$ cat src/rtl/lat_pkg.sv
package lat_pkg;

   typedef enum logic {
      ST_IDLE  = 1'b0,
      ST_COUNT = 1'b1
   } meter_state_t;

endpackage

$ cat src/rtl/rise_detect.sv
module rise_detect #(
   parameter int N_SIG = 2
) (
   input  logic             clk,
   input  logic             rst,
   input  logic [N_SIG-1:0] lvl,
   output logic [N_SIG-1:0] rise
);

   if (N_SIG < 1) begin : g_bad_width
      $error("rise_detect: N_SIG must be at least 1");
   end

   for (genvar i = 0; i < N_SIG; i++) begin : g_bit
      logic prev_q;

      always_ff @(posedge clk) begin
         if (rst) prev_q <= 1'b0;
         else     prev_q <= lvl[i];
      end

      assign rise[i] = lvl[i] & ~prev_q;

      // an event lasts one cycle however long the level is held
      a_r4_single_event: assert property (@(posedge clk) disable iff (rst)
         rise[i] |=> !rise[i]);
   end

endmodule

$ cat src/rtl/meter_ctrl.sv
module meter_ctrl
   import lat_pkg::*;
(
   input  logic clk,
   input  logic rst,
   input  logic go_ev,
   input  logic end_ev,
   output logic clr_cnt,
   output logic inc_cnt,
   output logic capture,
   output logic busy
);

   meter_state_t state_q, state_d;

   always_comb begin
      state_d = state_q;
      clr_cnt = 1'b0;
      capture = 1'b0;
      unique case (state_q)
         ST_IDLE: begin
            if (go_ev) begin
               state_d = ST_COUNT;
               clr_cnt = 1'b1;
            end
         end
         ST_COUNT: begin
            if (end_ev) begin
               state_d = ST_IDLE;
               capture = 1'b1;
            end
         end
         default: state_d = ST_IDLE;
      endcase
   end

   assign inc_cnt = (state_q == ST_COUNT) && !end_ev;
   assign busy    = (state_q == ST_COUNT);

   always_ff @(posedge clk) begin
      if (rst) state_q <= ST_IDLE;
      else     state_q <= state_d;
   end

   // start edge in idle begins counting
   a_r2_start_accept: assert property (@(posedge clk) disable iff (rst)
      (state_q == ST_IDLE && go_ev) |=> (state_q == ST_COUNT));
   // done edge in idle leaves the controller idle
   a_r5_done_idle: assert property (@(posedge clk) disable iff (rst)
      (state_q == ST_IDLE && end_ev && !go_ev) |=> (state_q == ST_IDLE));
   // start edge while counting keeps counting
   a_r6_restart_ignored: assert property (@(posedge clk) disable iff (rst)
      (state_q == ST_COUNT && go_ev && !end_ev) |=> (state_q == ST_COUNT));
   // done while counting returns to idle
   a_r9_done_exit: assert property (@(posedge clk) disable iff (rst)
      (state_q == ST_COUNT && end_ev) |=> (state_q == ST_IDLE));

endmodule

$ cat src/rtl/sat_counter.sv
module sat_counter #(
   parameter int CNT_W = 32
) (
   input  logic             clk,
   input  logic             rst,
   input  logic             clr,
   input  logic             inc,
   output logic [CNT_W-1:0] cnt_nxt
);

   localparam logic [CNT_W-1:0] CNT_MAX = {CNT_W{1'b1}};

   logic [CNT_W-1:0] cnt_q;

   assign cnt_nxt = (cnt_q == CNT_MAX) ? CNT_MAX : cnt_q + 1'b1;

   always_ff @(posedge clk) begin
      if (rst || clr) cnt_q <= '0;
      else if (inc)   cnt_q <= cnt_nxt;
   end

   // the counter never wraps from its maximum
   a_r7_no_wrap: assert property (@(posedge clk) disable iff (rst)
      (cnt_q == CNT_MAX && inc && !clr) |=> (cnt_q == CNT_MAX));
   // while incrementing the count never decreases
   a_r7_monotonic: assert property (@(posedge clk) disable iff (rst)
      (inc && !clr) |=> (cnt_q >= $past(cnt_q)));

endmodule

$ cat src/rtl/result_hold.sv
module result_hold #(
   parameter int CNT_W = 32
) (
   input  logic             clk,
   input  logic             rst,
   input  logic             capture,
   input  logic [CNT_W-1:0] value,
   output logic [CNT_W-1:0] result,
   output logic             valid
);

   always_ff @(posedge clk) begin
      if (rst) begin
         result <= '0;
         valid  <= 1'b0;
      end else begin
         valid <= capture;
         if (capture) result <= value;
      end
   end

   // the result strobe lasts a single cycle
   a_r3_strobe_one_cycle: assert property (@(posedge clk) disable iff (rst)
      valid |=> !valid);
   // result only moves together with the strobe
   a_r8_result_hold: assert property (@(posedge clk) disable iff (rst)
      !valid |-> $stable(result));

endmodule

$ cat src/rtl/cyc_latency_meter.sv
module cyc_latency_meter #(
   parameter int CNT_W = 32
) (
   input  logic             clk,
   input  logic             rst,
   input  logic             task_start,
   input  logic             task_done,
   output logic             measuring,
   output logic             lat_valid,
   output logic [CNT_W-1:0] lat_cycles
);

   localparam int N_EV  = 2;
   localparam int EV_GO = 0;
   localparam int EV_END = 1;

   if (CNT_W < 2 || CNT_W > 64) begin : g_bad_cnt_w
      $error("cyc_latency_meter: CNT_W must lie in 2..64");
   end

   logic [N_EV-1:0]  ev;
   logic             clr_cnt, inc_cnt, capture;
   logic [CNT_W-1:0] cnt_nxt;

   rise_detect #(.N_SIG(N_EV)) u_edges (
      .clk  (clk),
      .rst  (rst),
      .lvl  ({task_done, task_start}),
      .rise (ev)
   );

   meter_ctrl u_ctrl (
      .clk     (clk),
      .rst     (rst),
      .go_ev   (ev[EV_GO]),
      .end_ev  (ev[EV_END]),
      .clr_cnt (clr_cnt),
      .inc_cnt (inc_cnt),
      .capture (capture),
      .busy    (measuring)
   );

   sat_counter #(.CNT_W(CNT_W)) u_cnt (
      .clk     (clk),
      .rst     (rst),
      .clr     (clr_cnt),
      .inc     (inc_cnt),
      .cnt_nxt (cnt_nxt)
   );

   result_hold #(.CNT_W(CNT_W)) u_res (
      .clk     (clk),
      .rst     (rst),
      .capture (capture),
      .value   (cnt_nxt),
      .result  (lat_cycles),
      .valid   (lat_valid)
   );

   // a strobe is always preceded by an active measurement
   a_r10_strobe_after_busy: assert property (@(posedge clk) disable iff (rst)
      lat_valid |-> !measuring || $past(measuring));

endmodule

$ cat config.mk
export PLATFORM = sky130hd
export DESIGN_NAME = cyc_latency_meter
export DESIGN_NICKNAME = d
export VERILOG_FILES = /design/src/rtl/lat_pkg.sv /design/src/rtl/rise_detect.sv /design/src/rtl/meter_ctrl.sv /design/src/rtl/sat_counter.sv /design/src/rtl/result_hold.sv /design/src/rtl/cyc_latency_meter.sv
export SDC_FILE = /design/constraint.sdc
export NUM_CORES = 1
export LEC_CHECK = 0
export ABC_AREA = 1
export BUFFER_PORTS_ARGS = -buffer_cell sky130_fd_sc_hd__buf_2
export CORE_MARGIN = 1
export CORE_UTILIZATION = 59
export DETAILED_ROUTE_END_ITERATION = 10
export PLACE_DENSITY = 0.8
export SYNTH_ARGS = -nofsm -noshare
export SYNTH_HDL_FRONTEND = slang
export SYNTH_SLANG_ARGS = --single-unit
$ cat constraint.sdc
create_clock -name clk -period 1.75 [get_ports clk]
set_input_delay 0.0875 -clock clk [delete_from_list [all_inputs] [get_ports clk]]
set_output_delay 0.0875 -clock clk [all_outputs]
set_load 0.01 [all_outputs]
==> Word level (Yosys, flattened, before mapping) <==
Cells that the tools add are included.
W data, S select, Z words.
{ "word_totals": {"regBits": 68, "inputBits": 4} }
{ "op_classes": {"addsub": 1, "n_eq_ne": 1, "muxes": 7, "bitwise": 5, "n_reduce_logical": 3} }
{ "ops": {"columns": ["cell", "count"], "rows": [
  ["$add A32 B1 Y32 const B", 1],
  ["$eq A32 B32 Y1 const B", 1],
  ["$mux W32", 1],
  ["$mux W1", 5],
  ["$not A1 Y1", 3],
  ["$and A1 B1 Y1", 2],
  ["$pmux W1 S2", 1],
  ["$logic_and A1 B1 Y1", 1],
  ["$logic_not A1 Y1", 1],
  ["$logic_or A1 B1 Y1", 1]
]} }

==> Longest topological paths before layout <==
{ "depth": {"ltp_word": 5, "mapped_depth": 11, "ltp_nobuf": 11} }

==> Modules after synthesis <==
A second synthesis with hierarchy kept.
{ "unflattened": {"hier_cells": 618, "hier_area_um2": 3803.6} }
{ "modules_own_cells": {"columns": ["module", "n_inst", "cells_per_inst", "area_per_inst_um2", "seq_area_each_um2"], "rows": [
  ["sat_counter", 1, 394, 2327.2, 640.6],
  ["result_hold", 1, 206, 1352.5, 660.6],
  ["rise_detect", 1, 8, 62.6, 40.0],
  ["meter_ctrl", 1, 10, 61.3, 20.0]
]} }

==> Worst setup path after synthesis <==
No wires, ideal clock.
{ "synth_timing": {"path_type": "register to register", "startpoint": "register u_cnt.cnt_q[0]", "endpoint": "register u_res.result[14]", "setup_ns": 0.109, "arrival_ns": 1.361, "required_time_ns": 1.641, "path_slack_ns": 0.280, "path_stages_with_launch": 10, "synth_period_minus_slack_ns": 1.470, "path_cell_list": "dfxtp_1 -> ha_1 -> nand2_1 -> nor2_4 -> nand2_1 -> nor2_2 -> xor2_1 -> nand3_1 -> nand2_1 -> inv_1"} }
{ "synth_between": {"elab_chain_len": 2, "word_cells_on_any_way": 3, "cone_classes": "add/sub (1); eq/ne (1); mux (1)"} }
{ "synth_lines": {"columns": ["item", "line_no", "rtl"], "rows": [
  ["start, declared", "sat_counter.sv:13", "logic [CNT_W-1:0] cnt_q;"],
  ["start signal, assigned", "sat_counter.sv:19", "else if (inc) cnt_q <= cnt_nxt;"],
  ["$add A32 B1 Y32 / $eq A32 B32 Y1 (equally long branches)", "sat_counter.sv:15", "assign cnt_nxt = (cnt_q == CNT_MAX) ? CNT_MAX : cnt_q + 1'b1;"],
  ["$mux W32 (*)", "sat_counter.sv:15", null],
  ["end signal, assigned", "result_hold.sv:18", "if (capture) result <= value;"],
  ["end, declared", "result_hold.sv:8", "output logic [CNT_W-1:0] result,"]
]} }
Every way passes the cells marked *; elsewhere a longest branch is shown, timed or not.
A chain may end at the register's enable or synchronous reset.

==> Worst setup path after layout <==
{ "layout_timing": {"startpoint": "register u_cnt.cnt_q[0]", "endpoint": "register u_res.result[2]"} }
Same word-level chain as after synthesis.

==> flow_metrics.tcl <==
set metrics [dict create \
    syn_nets 552 \
    num-nets-final 604 \
    first_pass_iters 5 \
    fin_tns_setup_ns 0 \
    dieArea_sq_um 6520 \
    cts_tree "built" \
    clkSinkCount 68 \
    ys_ff_latch 68 \
    initial_utilization_pct 61.4 \
    cts_buffers 9 \
    die_w_um 80.7 \
    final_util_pct 73.0 \
    worstSetupStartpoint "u_cnt.cnt_q[0]" \
    cp_data_required_time_ns 2.04 \
    post_drt_via_cell_ratio 5.38 \
    clk_pin_slew_worst_paths_ns 0.08 \
    status "completed" \
    design_area_sq_um 4350 \
    syn_inst 547 \
    highest_layer "met4" \
    endpoint_kind "flip-flop" \
    setup_violations 0 \
    min_from "task_done" \
    cts.htree.levels 3 \
    antenna_left 0 \
    drc_errors 0 \
    worst_slew_pin_slew_ns 0.810 \
    clockBufferDepth 2 \
    crit_fanout 9 \
    start_kind "flip-flop" \
    area_delta_synth_final_pct 19.0 \
    place_ws_ns 0.00159 \
    n_fill_cell 483 \
    place_area_sq_um 3950 \
    slew_headroom_pct 45.9 \
    synth.avg_cell_area_sq_um 6.68 \
    hpwl_um 6480 \
    min_period_over_period_pct 97.0 \
    place.gp.congestion 0.905 \
    drive_gt1_share_pct 20.2 \
    diodes 0 \
    drt_iter0_drc 232 \
    placementRows 28 \
    grt_max_degree 27 \
    period_minus_slack_ns 1.70 \
    wl_per_cell_um 14.0 \
    finalPower_mw 3.66 \
    dieHeight_um 80.7 \
    yosysWarnings 0 \
    worst_ir_drop_vdd_v 0.000703 \
    routed_wl_um 9500 \
    core_sq_um 5960 \
    grt_overflow 0 \
    finalMaxSlewViolations 0 \
    leakagePower_nw 2.18 \
    hold_depth 4 \
    grt_pass1_vias 3443 \
    synth.distinct_cells 28 \
    reg2reg_depth 10 \
    cts-root-buf "clkbuf_8" \
    yosysSeqAreaShare_pct 37.2 \
    critical_path_arrival_ns 1.99 \
    maxCapViolCount 0 \
    syn_area_sq_um 3660 \
    clock_skew_ns 0.00873 \
    p_per_area_nw_per_um2 842 \
    antenna_found_initial 0 \
    setup_slack_ns 0.0533 \
    clock_latency_ns 0.34 \
    path_class "flip-flop to flip-flop" \
    rsz0062_at_grt "true" \
    hp-class "primary input to flip-flop" \
    hold_viol 0 \
    route.met2.wl_um 4580 \
    max_clock_freq_mhz 589 \
    io_pins 38 \
    reg2reg_from "u_cnt.cnt_q[0]" \
    routed-wl-met3_um 506 \
    io_buffers 37 \
    via_count 3652 \
    track_usage_pct 31.1 \
    grt_pass1_wl_um 15300 \
    met1_length_um 4100 \
]
==> layout by cell type (no fill, tap or decap), drive strengths merged <==
cell type and n:
nand4 6, bufinv 3, nand2 115, buf 57
nand3b 4, a21oi 18, nor2 105, o21a 9
xor2 9, o21ai 52, dlygate4sd3 4, ha 1
nand3 39, dfxtp 68, inv 83, or2 2
clkinvlp 3, clkinv 2, and2 2, clkbuf 10
o21bai 12
==> worst max-delay path: stages (launching register included) <==
cell and delay, ns:
dfxtp_2 0.35, ha_1 0.18, nand2_2 0.08, nor2_4 0.16, nand2_4 0.12, nor2_8 0.14, nand3_4 0.12, buf_12 0.18
o21ai_0 0.13, o21bai_1 0.10, inv_1 0.08
==> flip-flops by register name (all words and copies together), names as in the netlist <==
name	flops
u_edges.g_bit.prev_q	2
u_res.valid	1
u_ctrl.busy	1
u_cnt.cnt_q	32
u_res.result	32
==> stage by stage <==
stage	hold WS, ns	cells
finish	0.512	679
global route	0.524	679
CTS	0.501	676
detailed placement	0.316	654
global placement	0.307	654
floorplan	0.157	547
==> synthesized netlist by cell type (all sizes together) <==
cell	instances	share of area (%)
dfxtp	68	37
clkbuf	12	1.2
or2	2	0.34
nand3b	4	0.82
o21bai	12	2.5
o21a	9	1.8
nor2	105	12
o21ai	52	7.1
nand3	39	7.6
and2	2	0.34
ha	1	0.34
nand4	6	1.0
a21oi	18	2.5
nand2	115	12
inv	84	8.6
xor2	9	2.2
buf	9	1.8
==> logic make-up after synthesis <==
family | Yosys count | share of synthesized area (%)
compound gates | 91 | 13.9
buf+inv | 105 | 11.6
simple gates | 273 | 34.7
flops | 68 | 37.2
xor+xnor | 9 | 2.16
fa+ha+maj | 1 | 0.342
==> where the power goes <==
group,internal (mW),switching (mW)
sequential,1.62,0.0552
combinational,0.146,0.229
clock,0.985,0.623
==> repair_timing <==
action	4_1_cts	5_1_grt
setup buffers	2	2
resized for setup	2	20
hold endpoints to repair	4	0
setup endpoints to repair	7	44
hold buffers	4	0
gates cloned	0	1
pin swaps	0	6
==> layout make-up <==
class | count | area (sq um) | area share, %
Clock buffer | 10 | 138 | 3.16
Clock inverter | 6 | 111 | 2.56
Inverter | 84 | 319 | 7.34
Multi-Input combinational cell | 374 | 1920 | 44.2
Sequential cell | 68 | 1360 | 31.4
Tap cell | 75 | 93.8 | 2.16
Timing Repair Buffer | 61 | 395 | 9.09
Timing Repair inverter | 1 | 7.51 | 0.173
==> layer usage <==
layer | up-vias | GRT usage, %
met5 | - | 0
met3 | 31 | 5.80
met2 | 137 | 54.2
met4 | 0 | 16.3
met1 | 1673 | 36.0
li1 | 1811 | -
==> worst paths after layout <==
kind / to / slack (ns)
hold reg to reg: u_res.result[17] / 0.52
setup / recovery: u_res.result[2] / 0.05
setup reg to reg: u_res.result[2] / 0.05
hold / removal: u_edges.g_bit[1].prev_q / 0.51
Power figures use the tool's default switching activity.
